--- src/rtl/irq_arb_pkg.sv ---
package irq_arb_pkg;
   localparam int unsigned SRC_N = 16;

   localparam int unsigned IDX_RESET  = 0;
   localparam int unsigned IDX_MCHK   = 1;
   localparam int unsigned IDX_DEBUG  = 2;
   localparam int unsigned IDX_HDEC   = 3;
   localparam int unsigned IDX_HVIRT  = 4;
   localparam int unsigned IDX_EXT    = 5;
   localparam int unsigned IDX_CEXT   = 6;
   localparam int unsigned IDX_ASYNC0 = 7;
   localparam int unsigned IDX_DEC    = 11;

   typedef struct packed {
      logic ee;
      logic wake;
      logic hv;
      logic pr;
      logic hdec_en;
      logic hvirt_en;
      logic hext_block;
      logic part_ext;
   } gate_ctl_t;

   // Sources that always drop their flag on delivery (decrementer excluded)
   function automatic logic [SRC_N-1:0] self_clear_mask();
      logic [SRC_N-1:0] m;
      m = '0;
      m[IDX_RESET] = 1'b1;
      m[IDX_MCHK]  = 1'b1;
      m[IDX_DEBUG] = 1'b1;
      m[IDX_HDEC]  = 1'b1;
      for (int i = IDX_ASYNC0; i < SRC_N; i++) m[i] = (i != IDX_DEC);
      return m;
   endfunction
endpackage

--- src/rtl/irq_gate.sv ---
module irq_gate
   import irq_arb_pkg::*;
#(
   parameter int unsigned N          = SRC_N,
   parameter bit          HV_PRESENT = 1'b1
) (
   input  gate_ctl_t        ctl,
   input  logic [N-1:0]     pend,
   output logic [N-1:0]     elig
);
   localparam int unsigned ASYNC_W = N - IDX_ASYNC0;

   logic async_ok;
   logic hv_side_ext;
   logic ext_blocked;

   assign async_ok    = ctl.ee | ctl.wake;
   assign ext_blocked = ctl.hext_block & ctl.hv & ~ctl.pr;

   generate
      if (HV_PRESENT) begin : g_hv
         assign hv_side_ext = ~ctl.hv & ~ctl.part_ext;
      end else begin : g_nohv
         assign hv_side_ext = 1'b0;
      end
   endgenerate

   always_comb begin
      elig = '0;
      elig[IDX_RESET] = pend[IDX_RESET];
      elig[IDX_MCHK]  = pend[IDX_MCHK];
      elig[IDX_DEBUG] = pend[IDX_DEBUG];
      elig[IDX_HDEC]  = pend[IDX_HDEC]  & ctl.hdec_en  & (async_ok | ~ctl.hv);
      elig[IDX_HVIRT] = pend[IDX_HVIRT] & ctl.hvirt_en & (async_ok | ~ctl.hv);
      elig[IDX_EXT]   = pend[IDX_EXT] & ((async_ok & ~ext_blocked) | hv_side_ext);
      elig[IDX_CEXT]  = pend[IDX_CEXT];
      elig[N-1:IDX_ASYNC0] = pend[N-1:IDX_ASYNC0] & {ASYNC_W{async_ok}};
   end
endmodule

--- src/rtl/irq_prio_pick.sv ---
module irq_prio_pick #(
   parameter int unsigned N      = 16,
   parameter int unsigned CODE_W = 4
) (
   input  logic [N-1:0]      req,
   output logic [N-1:0]      grant,
   output logic              hit,
   output logic [CODE_W-1:0] code
);
   generate
      if (CODE_W < $clog2(N)) begin : g_bad_w
         $error("CODE_W too narrow for source count");
      end
   endgenerate

   always_comb begin
      grant = '0;
      code  = '0;
      for (int i = N - 1; i >= 0; i--) begin
         if (req[i]) begin
            grant = '0;
            grant[i] = 1'b1;
            code  = CODE_W'(i);
         end
      end
   end

   assign hit = |req;
endmodule

--- src/rtl/irq_pend_store.sv ---
module irq_pend_store #(
   parameter int unsigned N = 16
) (
   input  logic         clk,
   input  logic         rst_n,
   input  logic [N-1:0] set_i,
   input  logic [N-1:0] clr_i,
   input  logic [N-1:0] consume_i,
   input  logic [N-1:0] discard_i,
   output logic [N-1:0] pend_o
);
   generate
      for (genvar i = 0; i < N; i++) begin : g_bit
         always_ff @(posedge clk) begin
            if (!rst_n)             pend_o[i] <= 1'b0;
            else if (discard_i[i])  pend_o[i] <= 1'b0;
            else if (set_i[i])      pend_o[i] <= 1'b1;
            else if (clr_i[i] | consume_i[i]) pend_o[i] <= 1'b0;
         end

         // a set strobe that is not discarded lands
         a_r2_set_lands: assert property (@(posedge clk) disable iff (!rst_n)
            (set_i[i] && !discard_i[i]) |=> pend_o[i]);
      end
   endgenerate
endmodule

--- src/rtl/irq_arbiter.sv ---
module irq_arbiter
   import irq_arb_pkg::*;
#(
   parameter int unsigned CODE_W     = 4,
   parameter bit          HV_PRESENT = 1'b1
) (
   input  logic              clk,
   input  logic              rst_n,
   input  logic [15:0]       set_req,
   input  logic [15:0]       clr_req,
   input  logic              eval_en,
   input  logic              ext_en,
   input  logic              wake_as_reset,
   input  logic              hv,
   input  logic              pr,
   input  logic              hdec_en,
   input  logic              hvirt_en,
   input  logic              hv_ext_block,
   input  logic              part_ext_ctl,
   input  logic              dec_clr_on_ack,
   input  logic              pwr_save_enter,
   output logic              ack_valid,
   output logic [CODE_W-1:0] ack_code,
   output logic              wake_err,
   output logic [15:0]       pend_vec
);
   localparam int unsigned N = SRC_N;
   localparam logic [N-1:0] CLR_BASE = self_clear_mask();
   localparam logic [N-1:0] DEC_BIT  = N'(1) << IDX_DEC;
   localparam logic [N-1:0] HDEC_BIT = N'(1) << IDX_HDEC;

   gate_ctl_t         ctl;
   logic [N-1:0]      pend_q, elig, grant, clr_policy, consume, discard;
   logic              hit;
   logic [CODE_W-1:0] code;

   assign ctl = '{ee: ext_en, wake: wake_as_reset, hv: hv, pr: pr,
                  hdec_en: hdec_en, hvirt_en: hvirt_en,
                  hext_block: hv_ext_block, part_ext: part_ext_ctl};

   irq_gate #(.N(N), .HV_PRESENT(HV_PRESENT)) u_gate (
      .ctl  (ctl),
      .pend (pend_q),
      .elig (elig)
   );

   irq_prio_pick #(.N(N), .CODE_W(CODE_W)) u_pick (
      .req   (elig),
      .grant (grant),
      .hit   (hit),
      .code  (code)
   );

   assign clr_policy = CLR_BASE | (dec_clr_on_ack ? DEC_BIT : '0);
   assign consume    = eval_en ? (grant & clr_policy) : '0;
   assign discard    = pwr_save_enter ? HDEC_BIT : '0;

   irq_pend_store #(.N(N)) u_store (
      .clk       (clk),
      .rst_n     (rst_n),
      .set_i     (set_req),
      .clr_i     (clr_req),
      .consume_i (consume),
      .discard_i (discard),
      .pend_o    (pend_q)
   );

   always_ff @(posedge clk) begin
      if (!rst_n) begin
         ack_valid <= 1'b0;
         ack_code  <= '0;
         wake_err  <= 1'b0;
      end else begin
         ack_valid <= eval_en & hit;
         ack_code  <= (eval_en & hit) ? code : '0;
         wake_err  <= eval_en & wake_as_reset & ~hit;
      end
   end

   assign pend_vec = pend_q;

   // no delivery without an evaluation strobe
   a_r13_no_eval_no_ack: assert property (@(posedge clk) disable iff (!rst_n)
      !$past(eval_en) |-> !ack_valid);

   // the error flag never accompanies a delivery
   a_r12_err_excl: assert property (@(posedge clk) disable iff (!rst_n)
      wake_err |-> !ack_valid);

   // a delivered reset leaves its flag clear unless re-set on that edge
   a_r4_reset_clears: assert property (@(posedge clk) disable iff (!rst_n)
      (ack_valid && ack_code == CODE_W'(IDX_RESET) && !$past(set_req[IDX_RESET]))
      |-> !pend_vec[IDX_RESET]);

   // hypervisor virtualization stays pending after delivery
   a_r7_hvirt_sticky: assert property (@(posedge clk) disable iff (!rst_n)
      (ack_valid && ack_code == CODE_W'(IDX_HVIRT) && !$past(clr_req[IDX_HVIRT]))
      |-> pend_vec[IDX_HVIRT]);

   // power-save entry discards the hypervisor decrementer
   a_r11_pwrsave_discard: assert property (@(posedge clk) disable iff (!rst_n)
      $past(pwr_save_enter) |-> !pend_vec[IDX_HDEC]);
endmodule

--- config.mk ---
export PLATFORM = sky130hd
export DESIGN_NAME = irq_arbiter
export DESIGN_NICKNAME = d
export VERILOG_FILES = /design/src/rtl/irq_arb_pkg.sv /design/src/rtl/irq_gate.sv /design/src/rtl/irq_prio_pick.sv /design/src/rtl/irq_pend_store.sv /design/src/rtl/irq_arbiter.sv
export SDC_FILE = /design/constraint.sdc
export NUM_CORES = 1
export LEC_CHECK = 0
export ABC_AREA = 0
export BUFFER_PORTS_ARGS = -buffer_cell sky130_fd_sc_hd__buf_2
export CORE_AREA = 2 2 55 57
export DETAILED_ROUTE_END_ITERATION = 6
export DIE_AREA = 0 0 57 59
export PLACE_DENSITY = 0.77
export SETUP_SLACK_MARGIN = 0.5
export SYNTH_ARGS = -nofsm -noshare
export SYNTH_HDL_FRONTEND = slang
export SYNTH_SLANG_ARGS = --single-unit
--- constraint.sdc ---
create_clock -name clk -period 2.4 [get_ports clk]
set_input_delay 0.48 -clock clk [delete_from_list [all_inputs] [get_ports clk]]
set_output_delay 0.48 -clock clk [all_outputs]
set_load 0.1 [all_outputs]
; ---- Yosys cells after proc, flatten, opt, wreduce, memory -nomap -nowiden
; Index checks and enable logic that the tools add are counted.
[totals]
inputBits = 45
ram_bits = 0
wordCells = 165
latch_bits = 0
mem_bits_ro = 0
register_bits = 22
output_inout_bits = 22
mem_count = 0
[classes]
add_sub_neg = 0
n_eq_ne = 0
n_mux = 66
n_reduce_logical = 37
n_mul = 0
n_shift = 0
div = 0
order_cmp = 0
bitwise_logic = 40
[ops]
columns = cell, count
row1 = $mux 16, 17
row2 = $mux 4, 9
row3 = $mux 1, 33
row4 = $reduce_bool 2->1, 16
row5 = $reduce_or 2->1, 16
row6 = $or 1x1->1, 19
row7 = $and 16x16->16, 1
row8 = $reduce_or 16->1, 1
row9 = $and 1x1->1, 12
row10 = $mux 12, 1
row11 = $mux 3, 4
row12 = $reduce_or 10->1, 1
row13 = $and 9x9->9, 1
row14 = $not 1->1, 7
row15 = $reduce_or 6->1, 1
row16 = $mux 2, 2
row17 = $reduce_or 4->1, 1
row18 = $reduce_or 3->1, 1

; ---- Longest topological paths before layout
[logic_depth]
word_depth = 23
mapped_depth = 6
depth_no_buf = 5

; ---- Cells and area by module
; Synthesis repeated with hierarchy kept, for this count alone.
[unflattened]
hier_cells = 163
area_unflattened_um2 = 1433.9
[modules_own_cells]
columns = module, area_each_um2, instances, seq_area_each_um2, cells_per_inst
row1 = irq_pend_store, 676.9, 1, 320.3, 66
row2 = irq_prio_pick, 325.3, 1, 0.0, 48
row3 = irq_arbiter, 280.3, 1, 120.1, 27
row4 = irq_gate, 151.4, 1, 0.0, 22

; ---- Worst setup path after synthesis
; Ideal clock, no wire load.
[synth_timing]
path_kind = register -> register
from = register u_store.pend_o[5]
to = register ack_code[2]
n_path_buf = 0
synth_period_minus_slack_ps = 2457
required_ps = 2326
setup_ps = 74
path_slack_ps = -57
arrival_ps = 2383
stages_incl_launch_ff = 6
cell_sequence = dfxtp_1 > or3b_1 > a211oi_2 > nor3_2 > or4_4 > nor3b_2
[synth_via]
elab_chain_len = 5
word_cells_on_any_way = 7
[synth_lines]
columns = element, line
row1 = start: declaration, irq_pend_store.sv:10  ; output logic [N-1:0] pend_o
row2 = start signal: indexed assignment, irq_pend_store.sv:15  ; if (!rst_n) pend_o[i] <= 1'b0;
row3 = start signal: indexed assignment, irq_pend_store.sv:16  ; else if (discard_i[i]) pend_o[i] <= 1'b0;
row4 = start signal: indexed assignment, irq_pend_store.sv:17  ; else if (set_i[i]) pend_o[i] <= 1'b1;
row5 = $and 1x1->1 *, irq_gate.sv:35  ; elig[IDX_EXT] = pend[IDX_EXT] & ((async_ok & ~ext_blocked) | hv_side_ext);
row6 = $reduce_or 16->1, irq_prio_pick.sv:28  ; assign hit = |req;
row7 = $and 1x1->1, irq_arbiter.sv:75  ; ack_code <= (eval_en & hit) ? code : '0;
row8 = $not 1->1 (no line), n/a
row9 = $reduce_or 6->1 (no line), n/a
row10 = end signal: assignment, irq_arbiter.sv:75
row11 = end: declaration, irq_arbiter.sv:23  ; output logic [CODE_W-1:0] ack_code,
; Every way passes the cells marked *; elsewhere a longest branch is shown, timed or not.
; A chain may end at the register's enable or synchronous reset.

; ---- Final worst setup path
; Same ends and word-level chain as after synthesis.

==> results.yml <==
run_status:
  status: "completed"
yosys:
  netlist_instances: 138
  synth_ff_type: "dfxtp_1"
  netlist_top_cells_area: "dfxtp_1 (39%), nor2b_1 (5.5%), nor2_1 (5.0%)"
  ys_types: 37
  synth_top_area_frac: 0.3902
  yosysTopAreaCell: "dfxtp_1"
  ys_ff_latch: 22
  yosysWarnings: 0
  syn-cell-area_um2: 1129
  avgSynthCellArea_um2: 8.178
  async_flop_share: 0
  yosysSeqAreaShare: 0.3902
  synth_nets: 183
  synth_edf_count: 0
sta:
  skew_ns: 0.002368
  setup_violations: 0
  rsz0062_at_grt: "false"
  maxSlewViolCount: 0
  whs_ns: 0.3298
  post-route-period-util: 0.7233
  slew_headroom: 0.6824
  worst_pin_slew_ns: 0.4732
  fin_crit_ns: 1.736
  hold_viol_final: 0
  setup_tns_ns: 0
  timing.fmax_ghz: 0.5761
power_and_ir_drop:
  p_leak_nw: 0.7511
  ir_drop_uv: 552.5
  p_per_area_nw_per_um2: 616.7
critical_path:
  cp_top_family: "simple AND/OR/NAND/NOR gates"
  startpoint_type: "flip-flop"
  cp.arrival_ns: 1.98
  max_stage_delay_ns: 0.43
  critPathMaxFanout: 5
  cp_cell_sequence: "or3b_1 -> a211oi_2 -> nor3_2 -> or4_4 -> nor3b_2"
  slowest_stage: "or4_4"
  endpoint_kind: "flip-flop"
  critical_path_class: "reg2reg"
  critical_path_required_ns: 2.65
  critical_path_buf_inv_count: 0
die:
  die_w_um: 57
  num_rows: 19
  core_um2: 2710
  initial_utilization: 0.4164
  io-pin-count: 67
  die_area_um2: 3363
  die_h_um: 59
detailed_routing:
  wl_met1_um: 1299
  drc: 0
  wl_met2_um: 1305
  first_pass_iters: 4
  vias: 1269
  routed.top_layer: "met4"
  drt-total-wl_um: 2845
  dr_wl_met3_um: 232
  ant_nets: 0
  viasPerCell: 5.310
  drt_iter0_markers: 45
  post_drt_wl_per_cell_um: 11.90
grt:
  antenna_found_initial: 0
  grt_max_degree: 22
  grt_overflow_total: 0
  grt_pass1_vias: 1119
  grt_pass1_wl_um: 4747
  grt_use_total: 0.1748
clock_network:
  root_buffer: "clkbuf_4"
  post-cts-setup-buffer-count: 0
  cts_buffers: 3
  cts.sinks: 22
  cts.hold.buffers_added: 0
  cts.repair.resized: 0
  cts_tree: "built"
  clockBufferDepth: 2
  cts.htree.levels: 1
  insertion_delay_ns: 0.31
  path_clk_slew_ns: 0.12
final_layout:
  synthToLayoutAreaGrowth_pct: 40.13
  final_util: 0.5836
  nets: 254
  diodes: 0
  drive_gt1_frac: 0.4567
placed_design:
  gp_congestion: 0.8752
  dpl.hpwl_um: 2278
  numPortBuffers: 66
worst_hold_path:
  hold_class: "in2reg"
flow_run:
  drv_cap: 0
## stage by stage
step	area (um2)	std cells	power, mW	setup slack, ns
2_1_floorplan	1155	138	0.6615	0.4736
3_3_place_gp	1534	235	0.7456	0.4050
3_5_place_dp	1534	235	0.7468	0.3686
4_1_cts	1582	239	0.9830	0.6559
5_1_grt	1582	239	1.022	0.5923
6_report	1582	239	0.9754	0.6641
## final cells by class
cell class                      count  area [um2]
Tap cell                           31       38.79
Inverter                            6       22.52
Multi-Input combinational cell    107       654.4
Clock buffer                        4       47.55
Timing Repair Buffer               69       352.8
Sequential cell                    22       465.4
Fill cell                         276        1129
## layer usage
layer  vias to the layer above  global-route usage
met1                       566              0.2280
met5                         -                   0
met3                         2             0.05022
met4                         0             0.01993
li1                        650                   -
met2                        51              0.2989
## cells in the final DEF, fill, tap and decap left out, types with 6 or more instances in the layout
cell / n
a21oi_1: 8
buf_2: 66
dfxtp_1: 6
dfxtp_2: 14
inv_1: 6
nand2_1: 12
nor2_1: 15
nor2b_1: 10
o21a_1: 6
o21ai_0: 9
## state kept, by name, summed over array words and instances (netlist names)
| signal | count |
|---|---|
| ack_code | 4 |
| u_store.pend_o | 16 |
| ack_valid | 1 |
| wake_err | 1 |
## kinds of logic after synthesis
| family | count (synthesis) | share of synthesized area |
|---|---|---|
| AOI/OAI and AO/OA | 44 | 0.2594 |
| DFF | 22 | 0.3902 |
| and+or+nand+nor | 63 | 0.3204 |
| buffers and inverters | 9 | 0.02993 |
## final timing paths
path / start / to / slack, ns / depth (start not counted)
setup / recovery: u_store.pend_o[5]$_SDFFE_PN0P_ / ack_code[2]$_SDFF_PP0_ / 0.66 / 5
hold reg to reg: u_store.pend_o[15]$_SDFFE_PN0P_ / u_store.pend_o[15]$_SDFFE_PN0P_ / 0.50 / 2
setup reg to reg: u_store.pend_o[5]$_SDFFE_PN0P_ / ack_code[2]$_SDFF_PP0_ / 0.66 / 5
hold / removal: clr_req[15] / u_store.pend_o[15]$_SDFFE_PN0P_ / 0.33 / 2
## cells in the mapped netlist, drive strengths merged (3+ instances only)
master	count
o21a	6
nor3	4
a21oi	8
nand4	3
nor3b	5
nor2	15
o31ai	3
a31oi	5
nor2b	10
o21ai	10
dfxtp	22
clkbuf	3
nand2	12
a211oi	4
inv	6
## report_power, final
part	switching (mW)	internal [mW]
combinational	0.232	0.0892
sequential	0.0277	0.390
clock	0.110	0.127
total	0.369	0.606
## worst register-to-register path, delay by kind of cell (launching register included)
kind             cells  cell delay, ns
AND/OR/NAND/NOR      4            1.05
flip-flops           1            0.37
AO/OA/AOI/OAI        1            0.26
(Power assumes the default switching activity.)
